--- config.mk ---
export PLATFORM = sky130hd
export DESIGN_NAME = ext_irq_ctrl
export DESIGN_NICKNAME = d
export VERILOG_FILES = /design/src/rtl/eic_pkg.sv /design/src/rtl/eic_port_mux.sv /design/src/rtl/eic_edge_det.sv /design/src/rtl/eic_regs.sv /design/src/rtl/ext_irq_ctrl.sv
export SDC_FILE = /design/constraint.sdc
export NUM_CORES = 1
export LEC_CHECK = 0
export ABC_CLOCK_PERIOD_IN_PS = 4000
export BUFFER_PORTS_ARGS = -buffer_cell sky130_fd_sc_hd__buf_2
export CAP_MARGIN = 30
export CORE_MARGIN = 8
export CORE_UTILIZATION = 55
export DETAILED_ROUTE_END_ITERATION = 8
export PLACE_DENSITY_LB_ADDON = 0.1
export SYNTH_ARGS = -nofsm -noshare
export SYNTH_HDL_FRONTEND = slang
export SYNTH_SLANG_ARGS = --single-unit
--- constraint.sdc ---
create_clock -name clk_i -period 4 [get_ports clk_i]
set_clock_uncertainty 0.05 [all_clocks]
set_input_delay 0.4 -clock clk_i [delete_from_list [all_inputs] [get_ports clk_i]]
set_output_delay 0.4 -clock clk_i [all_outputs]
set_load 0.05 [all_outputs]
--- src/rtl/eic_pkg.sv ---
package eic_pkg;
  localparam int unsigned OFF_IMASK = 'h00;
  localparam int unsigned OFF_EMASK = 'h04;
  localparam int unsigned OFF_RISE  = 'h08;
  localparam int unsigned OFF_FALL  = 'h0C;
  localparam int unsigned OFF_SWREQ = 'h10;
  localparam int unsigned OFF_PEND  = 'h14;
  localparam int unsigned OFF_SEL0  = 'h18;
  localparam int unsigned REG_STEP  = 4;
endpackage

--- src/rtl/eic_port_mux.sv ---
module eic_port_mux #(
  parameter int unsigned NUM_LINES = 16,
  parameter int unsigned NUM_PORTS = 7,
  parameter int unsigned SEL_W     = 4
) (
  input  logic [NUM_PORTS*NUM_LINES-1:0] pins_i,
  input  logic [NUM_LINES*SEL_W-1:0]     sel_i,
  output logic [NUM_LINES-1:0]           line_o
);
  for (genvar n = 0; n < NUM_LINES; n++) begin : g_line
    logic [SEL_W-1:0] code;
    assign code = sel_i[n*SEL_W +: SEL_W];
    always_comb begin
      line_o[n] = 1'b0;  // unused codes give constant 0
      for (int p = 0; p < NUM_PORTS; p++) begin
        if (code == SEL_W'(p)) line_o[n] = pins_i[p*NUM_LINES + n];
      end
    end
  end
endmodule

--- src/rtl/eic_edge_det.sv ---
module eic_edge_det #(
  parameter int unsigned W = 16
) (
  input  logic         clk_i,
  input  logic         rst_ni,
  input  logic [W-1:0] in_i,
  output logic [W-1:0] rise_o,
  output logic [W-1:0] fall_o
);
  logic [W-1:0] sync1_q, sync2_q, prev_q;

  always_ff @(posedge clk_i or negedge rst_ni) begin
    if (!rst_ni) begin
      sync1_q <= '0;
      sync2_q <= '0;
      prev_q  <= '0;
    end else begin
      sync1_q <= in_i;
      sync2_q <= sync1_q;
      prev_q  <= sync2_q;
    end
  end

  assign rise_o = sync2_q & ~prev_q;
  assign fall_o = ~sync2_q & prev_q;
endmodule

--- src/rtl/eic_regs.sv ---
module eic_regs
  import eic_pkg::*;
#(
  parameter int unsigned NUM_LINES      = 16,
  parameter int unsigned SEL_W          = 4,
  parameter int unsigned FIELDS_PER_REG = 4,
  parameter int unsigned ADDR_W         = 6,
  parameter int unsigned DATA_W         = 32
) (
  input  logic                       clk_i,
  input  logic                       rst_ni,
  input  logic                       wr_i,
  input  logic [ADDR_W-1:0]          addr_i,
  input  logic [DATA_W-1:0]          wdata_i,
  output logic [DATA_W-1:0]          rdata_o,
  input  logic [NUM_LINES-1:0]       rise_i,
  input  logic [NUM_LINES-1:0]       fall_i,
  output logic [NUM_LINES-1:0]       hit_o,
  output logic [NUM_LINES-1:0]       imask_o,
  output logic [NUM_LINES-1:0]       emask_o,
  output logic [NUM_LINES-1:0]       pend_o,
  output logic [NUM_LINES*SEL_W-1:0] sel_o
);
  localparam int unsigned SELR_W  = SEL_W * FIELDS_PER_REG;
  localparam int unsigned NUM_SEL = NUM_LINES / FIELDS_PER_REG;

  logic [NUM_LINES-1:0] imask_q, emask_q, rise_q, fall_q, sw_q, pend_q;
  logic [NUM_LINES*SEL_W-1:0] sel_q;
  logic [NUM_LINES-1:0] clr, sw_set;

  function automatic logic hit_addr(input logic [ADDR_W-1:0] a, input int unsigned off);
    return a == ADDR_W'(off);
  endfunction

  assign clr    = (wr_i && hit_addr(addr_i, OFF_PEND))  ? wdata_i[NUM_LINES-1:0] : '0;
  assign sw_set = (wr_i && hit_addr(addr_i, OFF_SWREQ)) ? wdata_i[NUM_LINES-1:0] : '0;
  assign hit_o  = (rise_i & rise_q) | (fall_i & fall_q);

  always_ff @(posedge clk_i or negedge rst_ni) begin
    if (!rst_ni) begin
      imask_q <= '0;
      emask_q <= '0;
      rise_q  <= '0;
      fall_q  <= '0;
      sw_q    <= '0;
      pend_q  <= '0;
      sel_q   <= '0;
    end else begin
      if (wr_i && hit_addr(addr_i, OFF_IMASK)) imask_q <= wdata_i[NUM_LINES-1:0];
      if (wr_i && hit_addr(addr_i, OFF_EMASK)) emask_q <= wdata_i[NUM_LINES-1:0];
      if (wr_i && hit_addr(addr_i, OFF_RISE))  rise_q  <= wdata_i[NUM_LINES-1:0];
      if (wr_i && hit_addr(addr_i, OFF_FALL))  fall_q  <= wdata_i[NUM_LINES-1:0];
      for (int k = 0; k < NUM_SEL; k++) begin
        if (wr_i && hit_addr(addr_i, OFF_SEL0 + REG_STEP*k))
          sel_q[k*SELR_W +: SELR_W] <= wdata_i[SELR_W-1:0];
      end
      // a fresh edge overrides a same-cycle clear
      pend_q <= (pend_q & ~clr) | hit_o | sw_set;
      sw_q   <= (sw_q & ~clr) | sw_set;
    end
  end

  always_comb begin
    rdata_o = '0;
    if (hit_addr(addr_i, OFF_IMASK)) rdata_o[NUM_LINES-1:0] = imask_q;
    if (hit_addr(addr_i, OFF_EMASK)) rdata_o[NUM_LINES-1:0] = emask_q;
    if (hit_addr(addr_i, OFF_RISE))  rdata_o[NUM_LINES-1:0] = rise_q;
    if (hit_addr(addr_i, OFF_FALL))  rdata_o[NUM_LINES-1:0] = fall_q;
    if (hit_addr(addr_i, OFF_SWREQ)) rdata_o[NUM_LINES-1:0] = sw_q;
    if (hit_addr(addr_i, OFF_PEND))  rdata_o[NUM_LINES-1:0] = pend_q;
    for (int k = 0; k < NUM_SEL; k++) begin
      if (hit_addr(addr_i, OFF_SEL0 + REG_STEP*k))
        rdata_o[SELR_W-1:0] = sel_q[k*SELR_W +: SELR_W];
    end
  end

  assign imask_o = imask_q;
  assign emask_o = emask_q;
  assign pend_o  = pend_q;
  assign sel_o   = sel_q;
endmodule

--- src/rtl/ext_irq_ctrl.sv ---
module ext_irq_ctrl #(
  parameter int unsigned NUM_LINES      = 16,
  parameter int unsigned NUM_PORTS      = 7,
  parameter int unsigned SEL_W          = 4,
  parameter int unsigned FIELDS_PER_REG = 4,
  parameter int unsigned DIRECT_LINES   = 5,
  parameter int unsigned SPLIT_LINE     = 10,
  parameter int unsigned ADDR_W         = 6,
  parameter int unsigned DATA_W         = 32,
  localparam int unsigned NUM_IRQ       = DIRECT_LINES + 2,
  localparam int unsigned PIN_W         = NUM_PORTS * NUM_LINES
) (
  input  logic                 clk_i,
  input  logic                 rst_ni,
  input  logic [PIN_W-1:0]     port_pins_i,
  input  logic                 req_i,
  input  logic                 we_i,
  input  logic [ADDR_W-1:0]    addr_i,
  input  logic [DATA_W-1:0]    wdata_i,
  output logic [DATA_W-1:0]    rdata_o,
  output logic [NUM_IRQ-1:0]   irq_o,
  output logic [NUM_LINES-1:0] event_o
);
  logic [NUM_LINES*SEL_W-1:0] sel;
  logic [NUM_LINES-1:0] line_in, rise, fall, hit, imask, emask, pend, active;
  logic [DATA_W-1:0] reg_rdata;
  logic [NUM_LINES-1:0] evt_q;

  eic_port_mux #(.NUM_LINES(NUM_LINES), .NUM_PORTS(NUM_PORTS), .SEL_W(SEL_W)) u_mux (
    .pins_i(port_pins_i), .sel_i(sel), .line_o(line_in)
  );

  eic_edge_det #(.W(NUM_LINES)) u_edge (
    .clk_i(clk_i), .rst_ni(rst_ni), .in_i(line_in), .rise_o(rise), .fall_o(fall)
  );

  eic_regs #(
    .NUM_LINES(NUM_LINES), .SEL_W(SEL_W), .FIELDS_PER_REG(FIELDS_PER_REG),
    .ADDR_W(ADDR_W), .DATA_W(DATA_W)
  ) u_regs (
    .clk_i(clk_i), .rst_ni(rst_ni), .wr_i(req_i & we_i), .addr_i(addr_i),
    .wdata_i(wdata_i), .rdata_o(reg_rdata), .rise_i(rise), .fall_i(fall),
    .hit_o(hit), .imask_o(imask), .emask_o(emask), .pend_o(pend), .sel_o(sel)
  );

  assign rdata_o = (req_i && !we_i) ? reg_rdata : '0;

  always_ff @(posedge clk_i or negedge rst_ni) begin
    if (!rst_ni) evt_q <= '0;
    else         evt_q <= hit & emask;
  end
  assign event_o = evt_q;

  assign active = pend & imask;
  for (genvar i = 0; i < DIRECT_LINES; i++) begin : g_direct
    assign irq_o[i] = active[i];
  end
  assign irq_o[DIRECT_LINES]   = |active[SPLIT_LINE-1:DIRECT_LINES];
  assign irq_o[DIRECT_LINES+1] = |active[NUM_LINES-1:SPLIT_LINE];
endmodule

Word level (Yosys, flattened, before mapping)
Index checks and enable logic that the tools add are counted.
{"block": "totals", "mem_bits_ro": 0, "ram_bits": 0, "in_bits": 154, "output_inout_bits": 55, "reg_bits": 224, "latchBits": 0, "mem_count": 0}
{"block": "op_classes", "n_mul": 0, "n_div": 0, "n_eq_ne": 105, "shifts": 0, "reduce_logical": 31, "n_addsub": 0, "magnitude_cmp": 0, "mux": 125, "n_bitwise": 16}
{"operator": "16-bit two-way mux", "n": 13}
{"operator": "4-bit by 3-bit == test with 1-bit output, second input constant", "n": 48}
{"operator": "16-bit AND", "n": 8}
{"operator": "4-bit by 2-bit == test with 1-bit output, second input constant", "n": 32}
{"operator": "1-bit two-way mux", "n": 112}
{"operator": "4-bit by 1-bit == test with 1-bit output, second input constant", "n": 16}
{"operator": "4-bit logical NOT", "n": 16}
{"operator": "16-bit OR", "n": 4}
{"operator": "16-bit inverter", "n": 3}
{"operator": "6-bit by 5-bit == test with 1-bit output, second input constant", "n": 4}
{"operator": "6-bit by 4-bit == test with 1-bit output, second input constant", "n": 2}
{"operator": "6-bit == test, second input constant", "n": 2}
{"operator": "1-bit logical AND", "n": 11}
{"operator": "6-bit by 3-bit == test with 1-bit output, second input constant", "n": 1}
{"operator": "6-bit logical NOT", "n": 1}
{"operator": "6-bit OR reduction", "n": 1}
{"operator": "5-bit OR reduction", "n": 1}
{"operator": "1-bit AND", "n": 1}
{"operator": "1-bit logical NOT", "n": 1}

Depth between registers and ports, before layout
Gate-level depths: netlist of run 1.
{"block": "depth", "depth_word": 12, "mapped_depth": 8}

Hierarchy
Synthesis of run 1 repeated with hierarchy kept, for this count alone.
{"block": "unflattened", "cells_unflattened": 832, "hier_area_um2": 10995.5}
{"mod": "eic_regs", "instances": 1, "cells_per_inst": 575, "area_each_um2": 7711.1}
{"mod": "eic_edge_det", "instances": 1, "cells_per_inst": 80, "area_each_um2": 1481.4}
{"mod": "eic_port_mux", "instances": 1, "cells_per_inst": 96, "area_each_um2": 940.9}
{"mod": "ext_irq_ctrl", "instances": 1, "cells_per_inst": 81, "area_each_um2": 862.1}

Least setup slack after synthesis of run 1
OpenSTA, ideal clock, no wires.
{"block": "synth_path", "kind": "input to output", "start": "in addr_i[2]", "end": "out rdata_o[0]", "path_stages": 7, "path_slack_ns": 1.065, "path_buffers": 4, "arrival_ns": 2.485, "cell_sequence": "buf_4 buf_4 buf_4 nand2_1 buf_2 o2bb2ai_1 nor3b_1"}
{"block": "synth_between", "elab_chain_cells": 12, "elab_cells_between_ends": 21}
{"element": "start, declared", "line": "ext_irq_ctrl.sv:18", "rtl": "input logic [ADDR_W-1:0] addr_i,"}
{"element": "6-bit logical NOT", "line": "eic_regs.sv:32", "rtl": "return a == ADDR_W'(off);"}
{"element": "16-bit two-way mux", "line": "eic_regs.sv:65", "rtl": "if (hit_addr(addr_i, OFF_IMASK)) rdata_o[NUM_LINES-1:0] = imask_q;"}
{"element": "16-bit two-way mux", "line": "eic_regs.sv:66", "rtl": "if (hit_addr(addr_i, OFF_EMASK)) rdata_o[NUM_LINES-1:0] = emask_q;"}
{"element": "16-bit two-way mux", "line": "eic_regs.sv:67", "rtl": "if (hit_addr(addr_i, OFF_RISE)) rdata_o[NUM_LINES-1:0] = rise_q;"}
{"element": "16-bit two-way mux", "line": "eic_regs.sv:68", "rtl": "if (hit_addr(addr_i, OFF_FALL)) rdata_o[NUM_LINES-1:0] = fall_q;"}
{"element": "16-bit two-way mux", "line": "eic_regs.sv:69", "rtl": "if (hit_addr(addr_i, OFF_SWREQ)) rdata_o[NUM_LINES-1:0] = sw_q;"}
{"element": "16-bit two-way mux", "line": "eic_regs.sv:70", "rtl": "if (hit_addr(addr_i, OFF_PEND)) rdata_o[NUM_LINES-1:0] = pend_q;"}
{"element": "16-bit two-way mux (3 in series)", "line": "eic_regs.sv:72", "rtl": "if (hit_addr(addr_i, OFF_SEL0 + REG_STEP*k))"}
{"element": "16-bit two-way mux (*)", "line": "eic_regs.sv:72"}
{"element": "16-bit two-way mux (*)", "line": "ext_irq_ctrl.sv:46", "rtl": "assign rdata_o = (req_i && !we_i) ? reg_rdata : '0;"}
{"element": "end, declared", "line": "ext_irq_ctrl.sv:20", "rtl": "output logic [DATA_W-1:0] rdata_o,"}
Every way passes the cells marked *; elsewhere a longest branch is shown, timed or not.

Worst setup path after layout of run 1
{"block": "layout_path", "start": "in addr_i[3]", "end": "out rdata_o[15]"}
Same word-level chain as after synthesis.

==> impl_metrics.json, run 1 <==
{
  "viasPerCell": 5.94,
  "relSlewSlack": 0.443,
  "placementRows": 51,
  "syn-cell-area_um2": 10700,
  "synth_flop_cell": "dfrtp_1",
  "period_share": 0.780,
  "cts_tree": "done",
  "grt_max_degree": 112,
  "syn_inst": 809,
  "start_util": 0.554,
  "period_needed_ps": 3120,
  "final-setup-viol-count": 0,
  "grt_setup_unrepaired": "no",
  "grt_pass1_vias": 7768,
  "numCtsBuffers": 24,
  "worst_ep_required_time_ps": 3550,
  "gr-total-overflow": 0,
  "antenna_found_initial": 0,
  "met3_usage": 0.0530,
  "dpl.hpwl_um": 19900,
  "crit_type": "in -> out",
  "ys_seq_area_frac": 0.525,
  "synth_cell_type_count": 56,
  "area_growth_pct": 18.3,
  "pin_count": 209,
  "drtIter0Drc": 533,
  "hold_viol": 0,
  "globalRouteTotalUtil": 0.239,
  "core_um2": 19300,
  "finalSetupTns_ps": 0,
  "postCtsSetupBuffers": 0,
  "synth-edff-count": 0,
  "detail_route.wl_per_cell_um": 22.6,
  "grt_pass1_wl_um": 44900,
  "fp.dieW_um": 155,
  "drc": 0,
  "worstSkewPairLatency_ps": 510,
  "ant_nets": 0,
  "clk_path_buf_depth": 3,
  "whs_ps": 204,
  "grt_busiest_layer": "met2",
  "die_area_um2": 24100,
  "worst_ep_arrival_time_ps": 2670,
  "drive_above_1_share": 0.353,
  "ys_ff_latch": 224,
  "grt_use_met1": 0.341,
  "routed_wl_um": 28600,
  "cts.repair.resized": 0,
  "layout_common_cells": "dfrtp_1, buf_2, mux2_1",
  "firstDrtPassIters": 5,
  "cellPowerDensity_nw_per_um2": 467,
  "fillers": 1526,
  "async_flop_share": 1.00,
  "vias": 7516,
  "start_kind": "primary input",
  "ir_drop_mv": 0.392,
  "worstHoldPathType": "in -> reg",
  "slew_violations": 0,
  "cp_max_fo": 27,
  "fin_nets": 1139,
  "cts_sinks": 224,
  "diodes": 0,
  "leakage_nw": 5.96,
  "place_congestion": 0.828,
  "fp.dieH_um": 155,
  "maxCapViolCount": 0,
  "worstSetupEndpointType": "primary output",
  "tightest_slew_ps": 836,
  "yosysWarnings": 0,
  "clkSlewWorstSetupHoldPaths_ps": 60,
  "fmaxAchievable_mhz": 320,
  "use_met2": 0.371,
  "cts_root_buf": "clkbuf_16",
  "cts_max_level": 1,
  "port_buffers": 176,
  "avgSynthCellArea_um2": 13.2,
  "final_common_cell": "dfrtp_1",
  "run_status": "completed"
}
-- final cells by class --
type	count	area [um^2]	share of cell area
Multi-Input combinational cell	533	4740	0.376
Sequential cell	224	5610	0.444
Clock buffer	34	699	0.0554
Clock inverter	7	135	0.0107
Timing Repair Buffer	200	1100	0.0871
Tap cell	265	332	0.0263
Inverter	2	7.51	0.000595
-- path summary, 6_finish.rpt --
check	start	to	slack (ps)	cells after the start
max reg2reg	u_regs.sel_o[8]	u_edge.sync1_q[2]	2390	3
min	wdata_i[14]	u_regs.sw_q[14]	200	2
max in group asynchronous	rst_ni	event_o[1]	2380	3
max	addr_i[3]	rdata_o[15]	880	7
min in group asynchronous	rst_ni	u_regs.pend_o[6]	490	2
min reg2reg	u_edge.sync1_q[7]	u_edge.sync2_q[7]	290	0
-- metrics by stage --
stage	area, um^2	total power [mW]	util	instances	setup slack, ps
floorplan	10700	3.27	-	824	1060
global placement	11800	3.56	0.611	1223	911
detailed placement	11800	3.58	0.611	1223	861
CTS	12600	5.93	0.655	1265	925
global route	12600	6.12	0.655	1265	837
finish	12600	5.89	0.655	1265	878
-- cell families after synthesis --
family	synth area share
flops	0.525
mux	0.235
simple gates	0.0995
compound gates	0.102
buf+inv	0.0372
other cells	0.000352
-- state kept, by name, summed over array words and instances, names as in the netlist --
signal          cells
u_edge.prev_q      16
u_edge.sync2_q     16
u_regs.fall_q      16
u_regs.emask_o     16
u_regs.pend_o      16
u_regs.sel_o       64
event_o            16
u_regs.imask_o     16
u_edge.sync1_q     16
u_regs.rise_q      16
u_regs.sw_q        16
-- routing by layer --
metal / share of wire / up-vias / wire (um)
met5: 0 / - / 0
li1: - / 3353 / -
met1: 0.45 / 3835 / 12800
met2: 0.46 / 286 / 13100
met4: 0.019 / 0 / 558
met3: 0.076 / 42 / 2170
-- synthesized netlist by cell type (3+ instances only) --
cell / number / area, um^2
dfrtp_1: 224 / 5610
mux2_1: 70 / 788
nand2_1: 56 / 210
o21ai_0: 51 / 255
mux2_2: 49 / 552
mux4_2: 32 / 721
nand3b_1: 31 / 233
mux2i_1: 30 / 300
buf_4: 26 / 195
clkbuf_1: 23 / 86.3
and2_1: 22 / 138
nor2_1: 22 / 82.6
a22oi_1: 17 / 128
a221o_1: 16 / 160
a22o_1: 16 / 140
o211ai_1: 16 / 120
a31oi_1: 12 / 75.1
o221ai_1: 12 / 105
buf_2: 11 / 55.1
mux2_4: 10 / 150
nand2_2: 10 / 62.6
a21oi_1: 7 / 35.0
nor2b_1: 5 / 31.3
buf_6: 3 / 33.8
nand3_1: 3 / 15.0
-- worst max-delay path: stages --
cell,delay [ps]
buf_2,330
nor3b_2,330
nand2_1,210
nor2_4,560
a22oi_1,180
a31oi_1,300
buf_2,330
-- power breakdown --
| part | internal, mW | switching, mW | leakage (nW) | total [mW] |
|---|---|---|---|---|
| logic | 0.362 | 0.390 | 2.63 | 0.752 |
| registers | 2.56 | 0.238 | 2.92 | 2.80 |
| clock network | 1.47 | 0.874 | 0.411 | 2.34 |
| total | 4.39 | 1.50 | 5.96 | 5.89 |
-- what timing repair did --
item	CTS	global route
hold buffers	1	0
endpoints found under the setup margin	0	0
hold endpoints to repair	107	0
Power figures use the tool's default switching activity.
==> run 2, diff against run 1 <==
--- a/config.mk
+++ b/config.mk
@@ -5,11 +5,11 @@
 export SDC_FILE = /design/constraint.sdc
 export NUM_CORES = 1
 export LEC_CHECK = 0
-export ABC_CLOCK_PERIOD_IN_PS = 4000
+export ABC_CLOCK_PERIOD_IN_PS = 2800
 export BUFFER_PORTS_ARGS = -buffer_cell sky130_fd_sc_hd__buf_2
 export CAP_MARGIN = 30
 export CORE_MARGIN = 8
-export CORE_UTILIZATION = 55
+export CORE_UTILIZATION = 50
 export DETAILED_ROUTE_END_ITERATION = 8
 export PLACE_DENSITY_LB_ADDON = 0.1
 export SYNTH_ARGS = -nofsm -noshare
==> constraint.sdc (replaced) <==
create_clock -name clk_i -period 2.8 [get_ports clk_i]
set_clock_uncertainty 0.05 [all_clocks]
set_input_delay 0.28 -clock clk_i [delete_from_list [all_inputs] [get_ports clk_i]]
set_output_delay 0.28 -clock clk_i [all_outputs]
set_load 0.05 [all_outputs]
==> run 2 against run 1 <==
  * Worst hold slack got worse by 96 ps
  * First-iteration DRC count shrank 2.6%
  * Non-clock buffer count grew 11
  * Clock-buffer cell count shrank 2
  * Die area increased by 8.9%
  * Clock power grew 30%
  * Sequential cell count did not move
  * Combinational power grew 45%
  * Critical path type unchanged
  * Critical endpoint is now rdata_o[6]
==> impl_metrics.json, run 2 (synthesized netlist as in run 1, its figures left out) <==
{
  "grt_setup_unrepaired": "no",
  "diodes": 0,
  "firstDrtPassIters": 4,
  "viasPerCell": 5.78,
  "leakage_nw": 6.00,
  "globalRouteTotalUtil": 0.222,
  "start_kind": "primary input",
  "numCtsBuffers": 23,
  "vias": 7435,
  "worst_ep_required_time_ps": 2470,
  "worstHoldStart": "wdata_i[15]",
  "place_congestion": 0.784,
  "r2r_start": "u_regs.sel_o[8]",
  "ir_drop_mv": 0.463,
  "dpl.hpwl_um": 20600,
  "finalSetupTns_ps": 0,
  "maxCapViolCount": 0,
  "relSlewSlack": 0.579,
  "cts_tree": "done",
  "clk_path_buf_depth": 3,
  "clkSlewWorstSetupHoldPaths_ps": 60,
  "ant_nets": 0,
  "grt_pass1_vias": 7698,
  "cts_max_level": 1,
  "antenna_found_initial": 1,
  "placementRows": 53,
  "postCtsSetupBuffers": 0,
  "fmaxAchievable_mhz": 404,
  "cts_sinks": 224,
  "tightest_slew_ps": 631,
  "layout_common_cells": "dfrtp_1, buf_2, mux2_1",
  "final-setup-viol-count": 0,
  "routed_wl_um": 29200,
  "port_buffers": 176,
  "gr-total-overflow": 0,
  "fp.dieW_um": 162,
  "period_share": 0.884,
  "drive_above_1_share": 0.360,
  "drc": 0,
  "grt_pass1_wl_um": 45300,
  "whs_ps": 108,
  "cts_root_buf": "clkbuf_16",
  "setup_slack_ps": 325,
  "worstSetupStartpoint": "addr_i[3]",
  "largest_reg_flops": 64,
  "period_needed_ps": 2470,
  "crit_type": "in -> out",
  "final_area_um2": 12700,
  "run_status": "completed",
  "dp_worst_setup_slack_ps": 338,
  "die_area_um2": 26300,
  "fin_nets": 1149,
  "worstSkewPairLatency_ps": 510,
  "cp_max_fo": 12,
  "worst_ep_arrival_time_ps": 2140,
  "hold_viol": 0,
  "area_growth_pct": 19.1,
  "final_common_cell": "dfrtp_1",
  "pin_count": 209,
  "place_area_um2": 11900,
  "slew_violations": 0,
  "grt_max_degree": 82,
  "start_util": 0.509,
  "cellPowerDensity_nw_per_um2": 640,
  "fp.dieH_um": 162,
  "worstSetupEndpointType": "primary output",
  "detail_route.wl_per_cell_um": 22.7,
  "worstHoldPathType": "in -> reg",
  "drtIter0Drc": 519,
  "core_um2": 21000
}
## run 2: critical path: stages
cell and delay (ps):
buf_2 210, nor3b_2 270, nand2_1 200, nor2_4 320
buf_12 190, a22oi_1 90, a31oi_1 260, buf_2 320
## run 2: layout make-up
type | count | area (um^2)
fillers | 1723 | 8250
multi-input cells | 533 | 4740
inverters | 2 | 7.51
clock inverters | 9 | 100
clock buffers | 32 | 649
flip-flops and latches | 224 | 5610
well taps | 275 | 344
repair buffers | 211 | 1260
## run 2: per-stage QoR
step | cells | utilization | power, mW
3_5_place_dp | 1244 | 0.570 | 5.14
3_3_place_gp | 1244 | 0.570 | 5.11
6_report | 1286 | 0.606 | 8.13
4_1_cts | 1286 | 0.606 | 8.20
5_1_grt | 1286 | 0.606 | 8.46
2_1_floorplan | 824 | - | 4.68
## run 2: worst paths after layout
kind | to | slack [ps] | depth (start not counted)
min reg2reg | u_edge.sync2_q[4] | 300 | 0
max | rdata_o[6] | 330 | 8
max in group asynchronous | u_edge.sync2_q[10] | 1600 | 3
min in group asynchronous | u_edge.sync2_q[6] | 300 | 2
min | u_regs.sw_q[15] | 110 | 2
max reg2reg | u_edge.sync1_q[2] | 1150 | 3
## run 2: layer usage
layer	GRT usage	routed length (um)
met2	0.352	13800
met3	0.0456	1710
met5	0	13
met4	0.0425	389
met1	0.313	13300
## run 2: power by group
group | switching, mW | internal (mW) | total [mW]
Clock | 1.24 | 1.80 | 3.04
Sequential | 0.340 | 3.65 | 3.99
Combinational | 0.558 | 0.530 | 1.09
## run 2: what timing repair did
item | CTS | global route
resized for setup | 0 | 0
hold buffers | 1 | 0
hold endpoints to repair | 77 | 0
setup endpoints to repair | 0 | 0
==> run 3, diff against run 2 <==
--- a/config.mk
+++ b/config.mk
@@ -10,6 +10,7 @@
 export CAP_MARGIN = 30
 export CORE_MARGIN = 8
 export CORE_UTILIZATION = 50
+export CTS_BUF_LIST = sky130_fd_sc_hd__clkbuf_8 sky130_fd_sc_hd__clkbuf_16
 export DETAILED_ROUTE_END_ITERATION = 8
 export PLACE_DENSITY_LB_ADDON = 0.1
 export SYNTH_ARGS = -nofsm -noshare
==> run 3 against run 2 <==
  * Non-clock buffer count did not move
  * Utilization unchanged
  * Via count about the same
  * Largest cell class unchanged
  * Largest power group unchanged
==> impl_metrics.json, run 3 (synthesized netlist as in run 1, its figures left out) <==
{
  "worstHoldPathType": "in -> reg",
  "path_buf_inv": 3,
  "worstSetupEndpointType": "primary output",
  "crit_type": "in -> out",
  "hold_viol": 0,
  "leakage_nw": 6.02,
  "grt_pass1_wl_um": 45300,
  "start_kind": "primary input",
  "whs_ps": 109,
  "period_share": 0.887,
  "diodes": 0,
  "cts_tree": "done",
  "place_congestion": 0.784,
  "worst_ep_required_time_ps": 2470,
  "area_growth_pct": 19.1,
  "layout_common_cells": "dfrtp_1, buf_2, mux2_1",
  "ant_nets": 0,
  "largest_reg_flops": 64,
  "routed_wl_um": 29300,
  "cp_cell_sequence": "buf_2, nor3b_2, nand2_1, nor2_4, buf_12, a22oi_1, a31oi_1, buf_2",
  "cellPowerDensity_nw_per_um2": 638,
  "setup_slack_ps": 317,
  "numCtsBuffers": 23,
  "drive_above_1_share": 0.360,
  "start_util": 0.509,
  "grt_max_degree": 82,
  "maxCapViolCount": 0,
  "grt_setup_unrepaired": "no",
  "dpl.hpwl_um": 20600,
  "fillers": 1723,
  "cts_root_buf": "clkbuf_16",
  "viasPerCell": 5.78,
  "fmaxAchievable_mhz": 403,
  "fp.dieW_um": 162,
  "cp_slowest_cell": "nor2_4",
  "grt_pass1_vias": 7698,
  "cts_max_level": 1,
  "finalSetupTns_ps": 0,
  "fp.dieH_um": 162,
  "die_area_um2": 26300,
  "firstDrtPassIters": 4,
  "postCtsSetupBuffers": 0,
  "final_common_cell": "dfrtp_1",
  "place_inst": 1244,
  "run_status": "completed",
  "cpLargestDelayFamily": "simple AND/OR/NAND/NOR gates",
  "gr-total-overflow": 0,
  "vias": 7439,
  "port_buffers": 176,
  "clkSlewWorstSetupHoldPaths_ps": 60,
  "pin_count": 209,
  "crit_top_cell": "buf_2",
  "placementRows": 53,
  "fin_nets": 1149,
  "relSlewSlack": 0.579,
  "final_cells": 1286,
  "worstSkewPairLatency_ps": 510,
  "cts_sinks": 224,
  "dp_worst_setup_slack_ps": 338,
  "worst_ep_arrival_time_ps": 2150,
  "tightest_slew_ps": 631,
  "detail_route.wl_per_cell_um": 22.7,
  "ir_drop_mv": 0.456,
  "final-setup-viol-count": 0,
  "globalRouteTotalUtil": 0.222,
  "clk_path_buf_depth": 3,
  "p_total_mw": 8.11,
  "antenna_found_initial": 1,
  "cp_max_fo": 12,
  "drc": 0,
  "drtIter0Drc": 519,
  "slowest_delay_ps": 320,
  "core_um2": 21000,
  "slew_violations": 0,
  "period_needed_ps": 2480
}
run 3: layer usage:
metal  global-route usage  wire, um
met2                0.352     13800
met1                0.313     13300
met3               0.0456      1780
met4               0.0425       389
met5                    0        13
run 3: path summary, 6_finish.rpt:
check                                   from            endpoint  slack [ps]  cells past startpoint
setup reg to reg             u_regs.sel_o[8]   u_edge.sync1_q[2]        1150                      3
max in group asynchronous             rst_ni  u_edge.sync2_q[10]        1600                      3
setup / recovery                   addr_i[3]          rdata_o[6]         320                      8
hold / removal                   wdata_i[15]     u_regs.sw_q[15]         110                      2
hold reg to reg            u_edge.sync1_q[4]   u_edge.sync2_q[4]         300                      0
min in group asynchronous             rst_ni   u_edge.sync2_q[6]         300                      2
run 3: layout make-up:
type	count	area, um^2	area share
repair buffers	211	1260	0.0989
inverters	2	7.51	0.000591
clock inverters	14	119	0.00936
well taps	275	344	0.0271
flip-flops and latches	224	5610	0.441
multi-input cells	533	4740	0.373
clock buffers	27	631	0.0496
run 3: worst reg2reg max path: cells and delay by family (launching register included):
family	cells	cell delay, ps
AO/OA/AOI/OAI	1	260
flip-flops	1	490
multiplexers	1	550
AND/OR/NAND/NOR	1	160
run 3: what timing repair did:
action | CTS | global route
hold buffers | 1 | 0
resized for setup | 0 | 0
hold endpoints to repair | 77 | 0
run 3: per-stage QoR:
| stage | utilization | area (um^2) |
|---|---|---|
| floorplan | - | 10700 |
| global placement | 0.570 | 11900 |
| detailed placement | 0.570 | 11900 |
| CTS | 0.606 | 12700 |
| global route | 0.606 | 12700 |
| finish | 0.606 | 12700 |
run 3: report_power, final:
group / internal [mW] / switching (mW)
combinational: 0.530 / 0.558
clock: 1.78 / 1.24
sequential: 3.65 / 0.341
total: 5.97 / 2.14
